## config.mk

```make
export PLATFORM = sky130hd
export DESIGN_NAME = sdram_cmd_tracker
export DESIGN_NICKNAME = d
export VERILOG_FILES = /design/src/rtl/sdram_trk_pkg.sv /design/src/rtl/sdram_bank_slot.sv /design/src/rtl/sdram_mode_regs.sv /design/src/rtl/sdram_cmd_decode.sv /design/src/rtl/sdram_cmd_tracker.sv
export SDC_FILE = /design/constraint.sdc
export NUM_CORES = 1
export LEC_CHECK = 0
export ABC_AREA = 1
export BUFFER_PORTS_ARGS = -buffer_cell sky130_fd_sc_hd__buf_2
export CAP_MARGIN = 20
export CORE_MARGIN = 5
export CORE_UTILIZATION = 40
export DETAILED_ROUTE_END_ITERATION = 16
export HOLD_SLACK_MARGIN = 0.08
export PLACE_DENSITY = 0.67
export SLEW_MARGIN = 5
export SYNTH_ARGS = -nofsm -noshare
export SYNTH_HDL_FRONTEND = slang
export SYNTH_HIERARCHICAL = 1
export SYNTH_SLANG_ARGS = --single-unit
export TNS_END_PERCENT = 30
```

## constraint.sdc

```tcl
create_clock -name clk -period 2.5 [get_ports clk]
set_input_delay 0.5 -clock clk [delete_from_list [all_inputs] [get_ports clk]]
set_output_delay 0.5 -clock clk [all_outputs]
set_load 0.02 [all_outputs]
```

## src/rtl/sdram_trk_pkg.sv

```systemverilog
package sdram_trk_pkg;

   typedef enum logic [3:0] {
      CMD_DESEL = 4'd0,
      CMD_NOP   = 4'd1,
      CMD_ACT   = 4'd2,
      CMD_RD    = 4'd3,
      CMD_WR    = 4'd4,
      CMD_PRE   = 4'd5,
      CMD_REF   = 4'd6,
      CMD_MRS   = 4'd7,
      CMD_BST   = 4'd8
   } cmd_e;

   function automatic cmd_e decode_cmd(input logic cs_n, input logic ras_n,
                                       input logic cas_n, input logic we_n);
      if (cs_n) return CMD_DESEL;
      case ({ras_n, cas_n, we_n})
         3'b111:  return CMD_NOP;
         3'b011:  return CMD_ACT;
         3'b101:  return CMD_RD;
         3'b100:  return CMD_WR;
         3'b010:  return CMD_PRE;
         3'b001:  return CMD_REF;
         3'b000:  return CMD_MRS;
         default: return CMD_BST;
      endcase
   endfunction

   // clock cycles a burst occupies (two beats per cycle)
   function automatic logic [2:0] burst_cycles(input logic [2:0] bl);
      case (bl)
         3'b001:  return 3'd1;
         3'b010:  return 3'd2;
         3'b011:  return 3'd4;
         default: return 3'd0;
      endcase
   endfunction

   function automatic logic cas_ok(input logic [2:0] cl);
      return (cl == 3'b010) || (cl == 3'b110);
   endfunction

endpackage

```

## src/rtl/sdram_bank_slot.sv

```systemverilog
module sdram_bank_slot #(
   parameter int unsigned ROW_W = 13,
   parameter int unsigned CNT_W = 3
) (
   input  logic             clk,
   input  logic             rst_n,
   input  logic             act_i,
   input  logic             close_i,
   input  logic             ap_i,
   input  logic [ROW_W-1:0] row_i,
   input  logic [CNT_W-1:0] len_i,
   output logic             open_o,
   output logic [ROW_W-1:0] row_o,
   output logic             ap_pend_o
);

   logic [CNT_W-1:0] ap_cnt;

   assign ap_pend_o = (ap_cnt != '0);

   always_ff @(posedge clk) begin
      if (!rst_n) begin
         open_o <= 1'b0;
         row_o  <= '0;
         ap_cnt <= '0;
      end else if (close_i) begin
         open_o <= 1'b0;
         ap_cnt <= '0;
      end else if (act_i) begin
         open_o <= 1'b1;
         row_o  <= row_i;
      end else if (ap_i) begin
         ap_cnt <= len_i;
      end else if (ap_cnt != '0) begin
         ap_cnt <= ap_cnt - CNT_W'(1);
         if (ap_cnt == CNT_W'(1)) open_o <= 1'b0;
      end
   end


   act_open_chk: assert property (@(posedge clk) disable iff (!rst_n)
      act_i && !close_i |=> open_o && (row_o == $past(row_i)));


   close_idle_chk: assert property (@(posedge clk) disable iff (!rst_n)
      close_i |=> !open_o && !ap_pend_o);


   pend_open_chk: assert property (@(posedge clk) disable iff (!rst_n)
      ap_pend_o |-> open_o);

endmodule

```

## src/rtl/sdram_mode_regs.sv

```systemverilog
module sdram_mode_regs #(
   parameter int unsigned        W          = 13,
   parameter int unsigned        DLL_BIT    = 8,
   parameter bit                 SELF_CLEAR = 1'b1,
   parameter logic [W-1:0]       MR_RESET   = 'h21
) (
   input  logic         clk,
   input  logic         rst_n,
   input  logic         mr_wr,
   input  logic         emr_wr,
   input  logic [W-1:0] data_i,
   output logic [W-1:0] mr_o,
   output logic [W-1:0] emr_o
);

   localparam logic [W-1:0] CLR_MASK = SELF_CLEAR ? (W'(1) << DLL_BIT) : '0;

   always_ff @(posedge clk) begin
      if (!rst_n) begin
         mr_o  <= MR_RESET;
         emr_o <= '0;
      end else begin
         if (mr_wr)  mr_o  <= data_i;
         else        mr_o  <= mr_o & ~CLR_MASK;
         if (emr_wr) emr_o <= data_i;
      end
   end

   generate
      if (SELF_CLEAR) begin : g_selfclr

         dll_clear_chk: assert property (@(posedge clk) disable iff (!rst_n)
            mr_o[DLL_BIT] && !mr_wr |=> !mr_o[DLL_BIT]);
      end
   endgenerate


   cas_field_chk: assert property (@(posedge clk) disable iff (!rst_n)
      mr_o[6:4] == 3'b010 || mr_o[6:4] == 3'b110);

endmodule

```

## src/rtl/sdram_cmd_decode.sv

```systemverilog
module sdram_cmd_decode
   import sdram_trk_pkg::*;
#(
   parameter int unsigned BANK_W = 2,
   parameter int unsigned NB     = 4
) (
   input  logic              cs_n,
   input  logic              ras_n,
   input  logic              cas_n,
   input  logic              we_n,
   input  logic [BANK_W-1:0] ba,
   input  logic              ap_bit,
   input  logic [2:0]        bl_field,
   input  logic [2:0]        cl_field,
   input  logic [NB-1:0]     bank_open,
   input  logic [NB-1:0]     ap_pend,
   input  logic              burst_busy,
   output cmd_e              cmd,
   output logic              illegal,
   output logic [NB-1:0]     act_vec,
   output logic [NB-1:0]     close_vec,
   output logic [NB-1:0]     ap_vec,
   output logic              rw_go,
   output logic              mr_wr,
   output logic              emr_wr
);

   logic any_open, sel_open, sel_pend, fields_ok;

   assign cmd       = decode_cmd(cs_n, ras_n, cas_n, we_n);
   assign any_open  = |bank_open;
   assign sel_open  = bank_open[ba];
   assign sel_pend  = ap_pend[ba];
   assign fields_ok = cas_ok(cl_field) && (burst_cycles(bl_field) != 3'd0);

   always_comb begin
      case (cmd)
         CMD_ACT:        illegal = sel_open;
         CMD_RD, CMD_WR: illegal = !sel_open || sel_pend;
         CMD_REF:        illegal = any_open;
         CMD_MRS:        illegal = any_open || burst_busy || (ba > BANK_W'(1)) ||
                                   ((ba == '0) && !fields_ok);
         default:        illegal = 1'b0;
      endcase
   end

   assign rw_go  = ((cmd == CMD_RD) || (cmd == CMD_WR)) && !illegal;
   assign mr_wr  = (cmd == CMD_MRS) && !illegal && (ba == BANK_W'(0));
   assign emr_wr = (cmd == CMD_MRS) && !illegal && (ba == BANK_W'(1));

   generate
      for (genvar i = 0; i < NB; i++) begin : g_bank
         logic hit;
         assign hit          = (ba == BANK_W'(i));
         assign act_vec[i]   = (cmd == CMD_ACT) && !illegal && hit;
         assign close_vec[i] = (cmd == CMD_PRE) && (ap_bit || hit);
         assign ap_vec[i]    = rw_go && ap_bit && hit;
      end
   endgenerate

endmodule

```

## src/rtl/sdram_cmd_tracker.sv

```systemverilog
module sdram_cmd_tracker
   import sdram_trk_pkg::*;
#(
   parameter int unsigned    ROW_W    = 13,
   parameter int unsigned    BANK_W   = 2,
   parameter int unsigned    AP_BIT   = 10,
   parameter int unsigned    DLL_BIT  = 8,
   parameter bit             DLL_SELF_CLEAR = 1'b1,
   parameter logic [ROW_W-1:0] MR_RESET = 'h21
) (
   input  logic                     clk,
   input  logic                     rst_n,
   input  logic                     cs_n,
   input  logic                     ras_n,
   input  logic                     cas_n,
   input  logic                     we_n,
   input  logic [BANK_W-1:0]        ba,
   input  logic [ROW_W-1:0]         addr,
   output logic [(1<<BANK_W)-1:0]   bank_open,
   output logic [(1<<BANK_W)*ROW_W-1:0] bank_row,
   output logic [2:0]               burst_len,
   output logic                     burst_interleave,
   output logic [2:0]               cas_lat,
   output logic [ROW_W-8:0]         op_mode,
   output logic [ROW_W-1:0]         ext_mode,
   output logic [3:0]               cmd_o,
   output logic                     illegal_o
);

   localparam int unsigned NB    = 1 << BANK_W;
   localparam int unsigned CNT_W = 3;

   generate
      if (ROW_W < 13)          begin : g_bad_row  $error("ROW_W must cover the mode fields"); end
      if (BANK_W < 1)          begin : g_bad_bank $error("BANK_W must be at least 1"); end
      if (AP_BIT >= ROW_W)     begin : g_bad_ap   $error("AP_BIT outside address"); end
      if (DLL_BIT >= ROW_W)    begin : g_bad_dll  $error("DLL_BIT outside address"); end
      if (!cas_ok(MR_RESET[6:4]) || burst_cycles(MR_RESET[2:0]) == 3'd0)
                               begin : g_bad_rst  $error("MR_RESET holds reserved fields"); end
   endgenerate

   cmd_e             cmd_now, cmd_q;
   logic             illegal_now, rw_go, mr_wr, emr_wr;
   logic [NB-1:0]    act_vec, close_vec, ap_vec, open_vec, pend_vec;
   logic [ROW_W-1:0] row_vec [NB];
   logic [ROW_W-1:0] mr, emr;
   logic [CNT_W-1:0] burst_cnt, len_now;

   assign len_now = burst_cycles(mr[2:0]);

   sdram_cmd_decode #(.BANK_W(BANK_W), .NB(NB)) u_dec (
      .cs_n(cs_n), .ras_n(ras_n), .cas_n(cas_n), .we_n(we_n),
      .ba(ba), .ap_bit(addr[AP_BIT]),
      .bl_field(addr[2:0]), .cl_field(addr[6:4]),
      .bank_open(open_vec), .ap_pend(pend_vec), .burst_busy(burst_cnt != '0),
      .cmd(cmd_now), .illegal(illegal_now),
      .act_vec(act_vec), .close_vec(close_vec), .ap_vec(ap_vec),
      .rw_go(rw_go), .mr_wr(mr_wr), .emr_wr(emr_wr)
   );

   generate
      for (genvar i = 0; i < NB; i++) begin : g_slot
         sdram_bank_slot #(.ROW_W(ROW_W), .CNT_W(CNT_W)) u_slot (
            .clk(clk), .rst_n(rst_n),
            .act_i(act_vec[i]), .close_i(close_vec[i]), .ap_i(ap_vec[i]),
            .row_i(addr), .len_i(len_now),
            .open_o(open_vec[i]), .row_o(row_vec[i]), .ap_pend_o(pend_vec[i])
         );
         assign bank_row[i*ROW_W +: ROW_W] = row_vec[i];
      end
   endgenerate

   sdram_mode_regs #(.W(ROW_W), .DLL_BIT(DLL_BIT), .SELF_CLEAR(DLL_SELF_CLEAR),
                     .MR_RESET(MR_RESET)) u_mode (
      .clk(clk), .rst_n(rst_n), .mr_wr(mr_wr), .emr_wr(emr_wr),
      .data_i(addr), .mr_o(mr), .emr_o(emr)
   );

   always_ff @(posedge clk) begin
      if (!rst_n) begin
         burst_cnt <= '0;
         cmd_q     <= CMD_DESEL;
         illegal_o <= 1'b0;
      end else begin
         if (rw_go)                burst_cnt <= len_now;
         else if (burst_cnt != '0) burst_cnt <= burst_cnt - CNT_W'(1);
         cmd_q     <= cmd_now;
         illegal_o <= illegal_now;
      end
   end

   assign bank_open        = open_vec;
   assign burst_len        = mr[2:0];
   assign burst_interleave = mr[3];
   assign cas_lat          = mr[6:4];
   assign op_mode          = mr[ROW_W-1:7];
   assign ext_mode         = emr;
   assign cmd_o            = cmd_q;


   mrs_idle_chk: assert property (@(posedge clk) disable iff (!rst_n)
      (mr_wr || emr_wr) |-> (open_vec == '0) && (pend_vec == '0));


   rw_open_chk: assert property (@(posedge clk) disable iff (!rst_n)
      rw_go |-> open_vec[ba]);


   act_idle_chk: assert property (@(posedge clk) disable iff (!rst_n)
      (act_vec != '0) |-> $onehot0(act_vec) && !open_vec[ba]);

endmodule

```

; Word-level counts from Yosys, hierarchy flattened
; Index checks and enable logic that the tools add are counted.
[classes]
n_addsub = 5
n_lt_le_gt_ge = 2
eq_ne = 31
mux = 37
bitwise_logic = 9
reduce_logical = 73
[op_table]
columns = cell, count
row1 = $mux 3, 10
row2 = $pmux 4 s7, 1
row3 = $reduce_bool 2->1, 13
row4 = $eq 3x1->1 const B, 7
row5 = $eq 3x2->1 const B, 7
row6 = $logic_and 1x1->1, 20
row7 = $mux 1, 19
row8 = $pmux 3 s3, 2
row9 = $reduce_and 2->1, 9
row10 = $reduce_bool 3->1, 6
row11 = $eq 4x3->1 const B, 4
row12 = $sub 3x1->3 const B, 5
row13 = $eq 3x3->1 const B, 4
row14 = $reduce_and 3->1, 4
row15 = $logic_or 1x1->1, 10
row16 = $reduce_or 2->1, 5
row17 = $not 1->1, 9
row18 = $eq 4x2->1 const B, 2
row19 = $mux 4, 2
row20 = $ne 2x1->1 const B, 4
row21 = $bmux 1 s2, 2
row22 = $eq 2x2->1 const B, 2
row23 = $pmux 1 s4, 1
row24 = $reduce_or 4->1, 1
row25 = 6 further kinds, 8
[totals]
ff_bits = 102
elab_cells = 175

; Logic depth before layout (Yosys ltp)
; Gate-level depths: netlist of the first run.
[depth]
depth_word = 14
depth_mapped = 16
mapped_depth_nobuf = 16

; Hierarchy
; The synthesis of the first run kept the hierarchy.
[by_module_without_submodules]
columns = mod, n_inst, cells_each, area_per_inst_um2
row1 = sdram_bank_slot, 4, 100, 730.7
row2 = sdram_mode_regs, 1, 148, 1041.0
row3 = sdram_cmd_decode, 1, 94, 483.0
row4 = sdram_cmd_tracker, 1, 48, 369.1

; Least setup slack after synthesis of the first run
; OpenSTA, ideal clock, no wires.
[synth_path]
path_kind = reg2reg
startpoint = register burst_cnt[0]
endpoint = register u_mode.mr_o[0]
setup_ns = 0.121
arrival_ns = 2.002
setup_slack_ns = 0.377
path_stages_with_launch = 14
n_path_buf = 1
period_less_slack_ns = 2.123
cell_sequence = dfxtp_1 > inv_1 > ha_1 > nand2_2 > or2_0 > nor2_1 > nand2_1 > nand2_2 > nand3_2 > nor3_1 > buf_6 > inv_2 > nand2_1 > nand3_1
[synth_via]
elab_chain_len = 8
[synth_lines]
columns = item, line
row1 = start: declaration, sdram_cmd_tracker.sv:47  ; logic [CNT_W-1:0] burst_cnt, len_now;
row2 = start signal: assignment, sdram_cmd_tracker.sv:85  ; if (rw_go) burst_cnt <= len_now;
row3 = start signal: assignment, sdram_cmd_tracker.sv:86  ; else if (burst_cnt != '0) burst_cnt <= burst_cnt - CNT_W'(1);
row4 = $reduce_bool 3->1, sdram_cmd_tracker.sv:55  ; .bank_open(open_vec), .ap_pend(pend_vec), .burst_busy(burst_cnt != '0),
row5 = $logic_or 1x1->1 (3 in series), sdram_cmd_decode.sv:41  ; CMD_MRS: illegal = any_open || burst_busy || (ba > BANK_W'(1)) ||
row6 = $pmux 1 s4, sdram_cmd_decode.sv:37  ; case (cmd)
row7 = named net illegal_now, sdram_cmd_tracker.sv:43  ; logic illegal_now, rw_go, mr_wr, emr_wr;
row8 = $logic_not 1->1, sdram_cmd_decode.sv:48  ; assign mr_wr = (cmd == CMD_MRS) && !illegal && (ba == BANK_W'(0));
row9 = $logic_and 1x1->1 (2 in series), sdram_cmd_decode.sv:48
row10 = named net mr_wr, sdram_cmd_tracker.sv:43
row11 = end signal: assignment, sdram_mode_regs.sv:23  ; if (mr_wr) mr_o <= data_i;
row12 = end signal: assignment, sdram_mode_regs.sv:24  ; else mr_o <= mr_o & ~CLR_MASK;
row13 = end: declaration, sdram_mode_regs.sv:12  ; output logic [W-1:0] mr_o,
; The timed path passes the listed nets, and every way through them passes these cells.
; A chain may end at the register's enable or synchronous reset.

; Worst setup path after layout of the first run
[layout_path]
startpoint = register g_slot[0].u_slot.ap_cnt[1]
endpoint = register g_slot[1].u_slot.ap_cnt[0]
[layout_via]
elab_chain_len = 11
[layout_lines]
columns = item, line
row1 = start: declaration, sdram_bank_slot.sv:17  ; logic [CNT_W-1:0] ap_cnt;
row2 = start signal: assignment, sdram_bank_slot.sv:33  ; ap_cnt <= len_i;
row3 = start signal: assignment, sdram_bank_slot.sv:35  ; ap_cnt <= ap_cnt - CNT_W'(1);
row4 = $reduce_bool 3->1 (*), sdram_bank_slot.sv:19  ; assign ap_pend_o = (ap_cnt != '0);
row5 = named net pend_vec[0], sdram_cmd_tracker.sv:44  ; logic [NB-1:0] act_vec, close_vec, ap_vec, open_vec, pend_vec;
row6 = $bmux 1 s2 (*), sdram_cmd_decode.sv:33  ; assign sel_pend = ap_pend[ba];
row7 = $mux 1 (not written as such) (*), sdram_cmd_decode.sv:33
row8 = $logic_or 1x1->1 (*), sdram_cmd_decode.sv:39  ; CMD_RD, CMD_WR: illegal = !sel_open || sel_pend;
row9 = $pmux 1 s4 (*), sdram_cmd_decode.sv:37
row10 = $logic_not 1->1 (*), sdram_cmd_decode.sv:47  ; assign rw_go = ((cmd == CMD_RD) || (cmd == CMD_WR)) && !illegal;
row11 = $logic_and 1x1->1 (*), sdram_cmd_decode.sv:47
row12 = $logic_and 1x1->1 (*) (2 in series), sdram_cmd_decode.sv:57  ; assign ap_vec[i] = rw_go && ap_bit && hit;
row13 = named net ap_vec[1], sdram_cmd_tracker.sv:44
row14 = $reduce_bool 2->1 (no line), n/a
row15 = $reduce_and 2->1 (no line), n/a
row16 = end signal: assignment, sdram_bank_slot.sv:33
row17 = end signal: assignment, sdram_bank_slot.sv:35
row18 = end: declaration, sdram_bank_slot.sv:17
; The timed path passes the listed nets; every way through them passes the cells marked *. The select of a mux whose other input is x is not followed.

==> flow_summary_export.csv, run 1 <==
group,metric,value,unit
floorplanning,start_util,40.43,%
hold_path,hold_depth,2,
clock_network,numClockSinks,102,
sta,timing.final.crit_share,91.55,%
critical_path,r2r_cells,15,
sta,relSlewSlack,53.26,%
sta,rsz0062_at_grt,"yes",
place,placed_area,5440,sq um
global_route,grt_max_degree,62,
sta,max_freq,0.4369,GHz
sta,finalHoldViolCount,0,
drt,antenna_left,0,
critical_path,critPathTopFamily,"simple AND/OR/NAND/NOR gates",
synth,synth_flop_cell,"dfxtp_1",
critical_path,slowest_delay,340,ps
drt,routed_via_density,4.747,
drt,initialDrtViolationCount,477,
clock_network,cts_tree,"done",
clock_network,htree_levels,3,
floorplanning,die_w,119.7,um
drt,vias,4491,
synth,synth_top_area_share,42.40,%
drt,routedWlPerCell,13.13,um
finish,final_nets,829,
critical_path,end_kind,"register",
synth,synthesis.nets,725,
finish,area_growth_syn_to_layout,19.54,%
clock_network,worst_skew_pair.late_latency,350,ps
power_and_ir_drop,vdd_drop_max,0.3546,mV
synth,syn_area,4816,sq um
clock_network,numCtsBuffers,9,
global_route,track_usage,17.42,%
drt,routed_wl,12.42,mm
clock_network,path_clk_slew,70,ps
drt,drcViolationCount,0,
synth,synth_seq_area_share,42.40,%
synth,async_reset_ff_share,0,%
clock_network,postCtsSetupBuffers,0,
synth,synthTopCellsByArea,"dfxtp_1 (42%), nor2_1 (15%), nand2_1 (9.7%)",
hold_path,min_from,"u_mode/mr_o[5]",
place,io_buffer_count,107,
synth,synth_edf_count,0,
critical_path,crit_chain,"inv_1 > ha_1 > nand2_1 > nand2_1 > nand2_1 > nand2_1 > nand2_1 > nor2_1 > nand4_4 > nor3_2 > inv_2 > nand3_2 > nand2_2 > o21ai_0 > nor2_1",
drt,drt_pre_antenna_iters,5,
floorplanning,dieHeight,119.7,um
synth,syn_inst,690,
critical_path,r2r_end,"g_slot[1].u_slot/ap_cnt[0]",
synth,syn_avg_cell_area,6.980,sq um
synth,ys_ff_latch,102,
place,place_inst,930,
global_route,antenna_found_initial,0,
sta,drv_slew,0,
hold_path,hp-class,"reg2reg",
critical_path,cp_common_cell,"nand2_1",
sta,setup-violations-final,0,
critical_path,crit_required,2740,ps
clock_network,clock-root-buffer,"clkbuf_16",
sta,holdWs,458.1,ps
global_route,grt_pass1_wl,20.13,mm
critical_path,worst-r2r-setup-slack,210,ps
synth,synth_top_area_cell,"dfxtp_1",
critical_path,critPathLaunchType,"register",
critical_path,path_class,"reg2reg",
synth,ys_types,31,
clock_network,cts_max_path_buffers,2,
critical_path,crit-reg2reg-launch,"g_slot[0].u_slot/ap_cnt[1]",
finish,final_cells,946,
outcome,run_status,"finished, final reports clean",
global_route,grt_overflow,0,
place,gp_congestion,0.8686,
sta,skew,8.993,ps
sta,period_needed,2289,ps
critical_path,cp_slowest_cell,"nor3_2",
hold_path,min_to,"u_mode/mr_o[5]",
global_route,grt_pass1_vias,3996,
floorplanning,row_count,40,
finish,postLayoutCellArea,5757,sq um
synth,ys_warn_count,6,
floorplanning,ios,108,
place,hpwl,9.241,mm
run,drv_cap,0,
power_and_ir_drop,power_per_cell_area,774.8,nW/um^2
sta,tightest_slew,695.7,ps
floorplanning,core_area,11910,sq um
critical_path,crit_path_max_fanout,7,
critical_path,path_buf_inv,2,
finish,antenna_cells,0,
finish,n_fill_cell,1240,
finish,utilization,48.33,%
critical_path,arrival,2530,ps
power_and_ir_drop,leakage,2.805,nW
floorplanning,dieArea,14330,sq um
finish,drive_gt1_share,24.53,%
[worst min-delay path, cell delays in order, from the launching register on]
cell and delay [ps]:
dfxtp_1 330, nand2_1 50, nand3_1 50
[synth_stat cells (8+ instances only)]
library cell,instances
nor2_1,188
nand2_1,125
dfxtp_1,102
inv_1,68
o21ai_0,65
inv_2,18
nand3_1,17
nand2_2,15
ha_1,14
a21oi_1,11
buf_6,10
nor2_2,8
[layer usage]
metal  global-route usage, %  up-vias  share of wire (%)
met5                       0        -                  0
met4                   6.084        0                2.1
met3                   3.676       17                6.5
met2                   25.92      136                 42
met1                   24.96     1988                 50
li1                        -     2350                  -
[layout by cell type (no fill, tap or decap), types with 2 or more instances in the layout]
master     synthesis  routed
nand3_2            5       5
buf_4              4       7
nand3_1           17      17
clkbuf_16          0       9
inv_1             68      68
nand2_1          125     125
buf_2              0     107
nand2_2           15      14
a21oi_1           11      11
dfxtp_1          102     102
nand4_1            4       4
inv_6              0       4
o21ai_1            4       4
a21oi_2            4       4
inv_4              1       5
inv_2             18      14
nor2_2             8      10
o21ai_0           65      65
nor3_1             5       3
ha_1              14      14
nor2_1           188     186
o21ai_2            2       2
nor3_2             4       6
[flip-flops by register name, indices dropped and copies added, names as in the netlist]
signal	cells
g_slot.u_slot/ap_cnt	12
burst_cnt	3
cmd_o	4
g_slot.u_slot/row_o	52
u_mode/emr_o	13
g_slot.u_slot/open_o	4
illegal_o	1
u_mode/mr_o	13
[cells by family (layout without fill, tap and decap cells)]
family,Yosys count,count (layout),synth area share [%]
buffers and inverters,109,218,10.52
XOR/XNOR,1,1,0.1819
adder cells (fa/ha/maj),14,14,3.637
flip-flops,102,102,42.40
AND/OR/NAND/NOR,376,376,33.36
AO/OA/AOI/OAI,88,88,9.899
[cell type report]
cell class	count	area, sq um	area share [%]
clock buffers	9	225.2	3.912
clock inverters	7	71.32	1.239
inverters	87	339.1	5.890
multi-input cells	479	2287	39.73
flip-flops and latches	102	2042	35.47
well taps	147	183.9	3.195
repair buffers	115	608.1	10.56
[stage by stage]
step / TNS (ps) / worst slack, ps / total power, W
global placement: 0 / 156.2 / 0.003101
detailed placement: 0 / 114.1 / 0.003103
global route: -53.02 / -13.17 / 0.004790
CTS: 0 / 152.0 / 0.004496
floorplan: 0 / 377.5 / 0.002842
finish: 0 / 211.3 / 0.004461
[where the power goes]
| group | internal [W] | switching, W | total, W |
|---|---|---|---|
| Combinational | 0.000463 | 0.000756 | 0.00122 |
| Clock | 0.000708 | 0.000683 | 0.00139 |
| Sequential | 0.00176 | 0.0000923 | 0.00185 |
[what timing repair did]
item                       in CTS  in global routing
resized for setup               0                  7
setup endpoints to repair       0                 50
hold buffers                    0                  0
[worst max path at each step]
stage                                     startpoint  cells after the start  slack, ps                         end
after floorplan                         burst_cnt[0]                     13        380              u_mode/mr_o[0]
after global placement                         ba[0]                     13        160   g_slot[0].u_slot/row_o[0]
after detailed placement                       ba[0]                     13        110  g_slot[0].u_slot/row_o[10]
after CTS                               burst_cnt[0]                     13        150  g_slot[0].u_slot/row_o[12]
after global routing                    burst_cnt[0]                     14        -10  g_slot[3].u_slot/ap_cnt[1]
final                     g_slot[0].u_slot/ap_cnt[1]                     15        210  g_slot[1].u_slot/ap_cnt[0]
No activity file was read; power rests on OpenSTA's default activity.
==> run 2: changes to the inputs <==
- ABC_AREA: 1 -> unset
- CELL_PAD_IN_SITES_DETAIL_PLACEMENT: unset -> 1
- CELL_PAD_IN_SITES_GLOBAL_PLACEMENT: unset -> 1
- PLACE_DENSITY: 0.67 -> 0.84
==> run 2 against run 1 <==
Sequential power about the same. Setup slack got worse by 230 ps. Wire length increased by 37%. The flow now finishes with violations (setup timing). Core utilization increased by 2.7 points. Non-clock buffer count increased by 28. Combinational power about the same. Area after synthesis about the same. Largest cell class unchanged. Highest routed layer unchanged. Die area about the same. Sequential share of layout area decreased by 1.8 points. Design area increased by 5.5%. Total power increased by 2.0%. Maximum frequency decreased by 9.1%.
==> flow_summary_export.csv, run 2 <==
group,metric,value,unit
outcome,run_status,"finished, violations left",
outcome,violations,"setup timing",
run,drv_cap,0,
drt,drcViolationCount,0,
floorplanning,core_area,11910,sq um
finish,n_fill_cell,1416,
global_route,antenna_found_initial,1,
clock_network,cts_tree,"done",
hold_path,hp-class,"reg2reg",
critical_path,crit_path_max_fanout,5,
clock_network,holdBufCountCts,0,
synth,synthesis.nets,570,
critical_path,slowest_delay,540,ps
floorplanning,dieHeight,119.7,um
synth,synth_top_area_share,42.41,%
synth,synth_flop_cell,"dfxtp_1",
sta,drv_slew,0,
critical_path,critPathLaunchType,"register",
clock_network,clock-root-buffer,"clkbuf_16",
critical_path,crit_required,2750,ps
finish,area_growth_syn_to_layout,26.17,%
critical_path,path_class,"reg2reg",
critical_path,end_kind,"register",
finish,final_cells,812,
synth,async_reset_ff_share,0,%
synth,syn_inst,535,
drt,antenna_left,0,
finish,final_common_cell,"nand2_1",
synth,synth.most_common_cell,"nand2_1",
sta,finalHoldViolCount,0,
synth,syn_avg_cell_area,8.999,sq um
clock_network,htree_levels,3,
finish,postLayoutCellArea,6075,sq um
power_and_ir_drop,power_per_cell_area,748.7,nW/um^2
floorplanning,start_util,40.42,%
synth,synth_top_area_cell,"dfxtp_1",
sta,setup-violations-final,1,
critical_path,cp_common_cell,"buf_4",
drt,routed_via_density,5.486,
synth,synthTopCellsByArea,"dfxtp_1 (42%), nand2_1 (8.7%), a21boi_0 (6.4%)",
drt,routedWlPerCell,20.92,um
place,placed_area,5605,sq um
power_and_ir_drop,vdd_drop_max,0.3491,mV
drt,vias,4455,
sta,timing.final.crit_share,100.7,%
floorplanning,dieArea,14330,sq um
clock_network,numClockSinks,102,
finish,utilization,51.00,%
global_route,grt_max_degree,44,
synth,synth_seq_area_share,42.41,%
synth,syn_area,4815,sq um
drt,routed_wl,16.99,mm
sta,fin_ws,-18.68,ps
place,io_buffer_count,107,
synth,synth_common_cells,"nand2_1 (111), dfxtp_1 (102), a21boi_0 (41)",
finish,layout_common_cells,"nand2_1 (111), buf_2 (107), dfxtp_1 (100)",
finish,final_nets,694,
finish,drive_gt1_share,28.92,%
sta,tightest_slew,762.0,ps
critical_path,arrival,2770,ps
synth,ys_types,49,
finish,seq_area,2044,sq um
finish,multiInputGateArea,2614,sq um
sta,skew,8.417,ps
sta,holdWs,457.8,ps
sta,max_freq,0.3970,GHz
clock_network,cts_max_path_buffers,2,
synth,synth_edf_count,0,
finish,top_regs,"g_slot.u_slot/row_o (52), u_mode/emr_o (13), u_mode/mr_o (13)",
floorplanning,ios,108,
critical_path,crit_chain,"inv_2 > ha_2 > nand2b_1 > nor2b_1 > mux4_2 > nand3_4 > nor3_4 > buf_4 > buf_4 > nor4b_2 > a21oi_1 > o31ai_1",
drt,initialDrtViolationCount,310,
place,place_inst,788,
critical_path,cp_slowest_cell,"mux4_2",
global_route,grt_overflow,0,
clock_network,path_clk_slew,80,ps
place,hpwl,11.25,mm
floorplanning,die_w,119.7,um
power_and_ir_drop,leakage,2.558,nW
place,gp_congestion,0.8073,
global_route,grt_pass1_wl,24.74,mm
clock_network,numCtsBuffers,9,
synth,ys_warn_count,6,
synth,ys_ff_latch,102,
finish,largest_reg_flops,52,
sta,relSlewSlack,48.98,%
finish,regMostFlops,"g_slot.u_slot/row_o",
sta,period_needed,2519,ps
drt,drt_pre_antenna_iters,4,
global_route,grt_pass1_vias,4652,
floorplanning,row_count,40,
clock_network,worst_skew_pair.late_latency,350,ps
global_route,track_usage,21.86,%
==> run 2: cells by family after synthesis <==
logic type | after synthesis | share of synthesized area [%]
AND/OR/NAND/NOR | 245 | 26.30
flip-flops | 102 | 42.41
AO/OA/AOI/OAI | 99 | 15.36
buffers and inverters | 43 | 5.353
multiplexers | 29 | 6.341
adder cells (fa/ha/maj) | 16 | 4.054
XOR/XNOR | 1 | 0.1819
==> run 2: per-layer routing <==
layer	global-route usage (%)	routed length, um	vias to the layer above
li1	-	-	2061
met1	25.29	6946	2213
met2	39.69	8794	144
met3	4.288	830	37
met4	8.304	416	0
met5	0	0	-
==> run 2: critical path: cells and delay by family (launching register included) <==
kind            cells  cell delay [ps]
simple gates        5              630
buf+inv             3              350
compound gates      2              300
mux                 1              540
flops               1              400
fa+ha+maj           1              200
==> run 2: path summary, 6_finish.rpt <==
kind                                   start                    endpoint  slack [ps]  cells after the start
setup / recovery  g_slot[3].u_slot/ap_cnt[0]  g_slot[0].u_slot/ap_cnt[2]         -20                     12
hold / removal    g_slot[2].u_slot/row_o[10]  g_slot[2].u_slot/row_o[10]         460                      2
setup reg to reg  g_slot[3].u_slot/ap_cnt[0]  g_slot[0].u_slot/ap_cnt[2]         -20                     12
hold reg to reg   g_slot[2].u_slot/row_o[10]  g_slot[2].u_slot/row_o[10]         460                      2
==> run 2: final cells by class <==
cell class                 instances  share of cell area [%]
clock buffer                      10                   3.934
antenna                            1                 0.04119
tap                              147                   3.028
inverter                          13                  0.8033
multi-input combinational        390                   43.03
timing repair buffer             143                   14.29
clock inverter                     6                   1.215
sequential                       102                   33.66
==> run 2: metrics by stage <==
step                      setup TNS [ps]  total power [W]  worst slack [ps]
after CTS                         -94.48         0.004344            -27.87
after floorplan                        0         0.002570             191.0
after global routing              -565.0         0.004771            -101.1
after global placement                 0         0.002746             62.91
final                             -18.68         0.004548            -18.68
after detailed placement          -662.3         0.002851            -232.6
==> run 2: report_power, final <==
part | internal [W] | total, W | leakage [nW] | switching, W
clock network | 0.000819 | 0.00148 | 0.148 | 0.000664
registers | 0.00174 | 0.00186 | 0.827 | 0.000120
logic | 0.000576 | 0.00120 | 1.58 | 0.000629
==> run 2: repair_timing <==
item	in CTS	in global routing
pin swaps	0	4
setup endpoints to repair	13	16
gates resized for setup	6	20
setup buffers	0	7
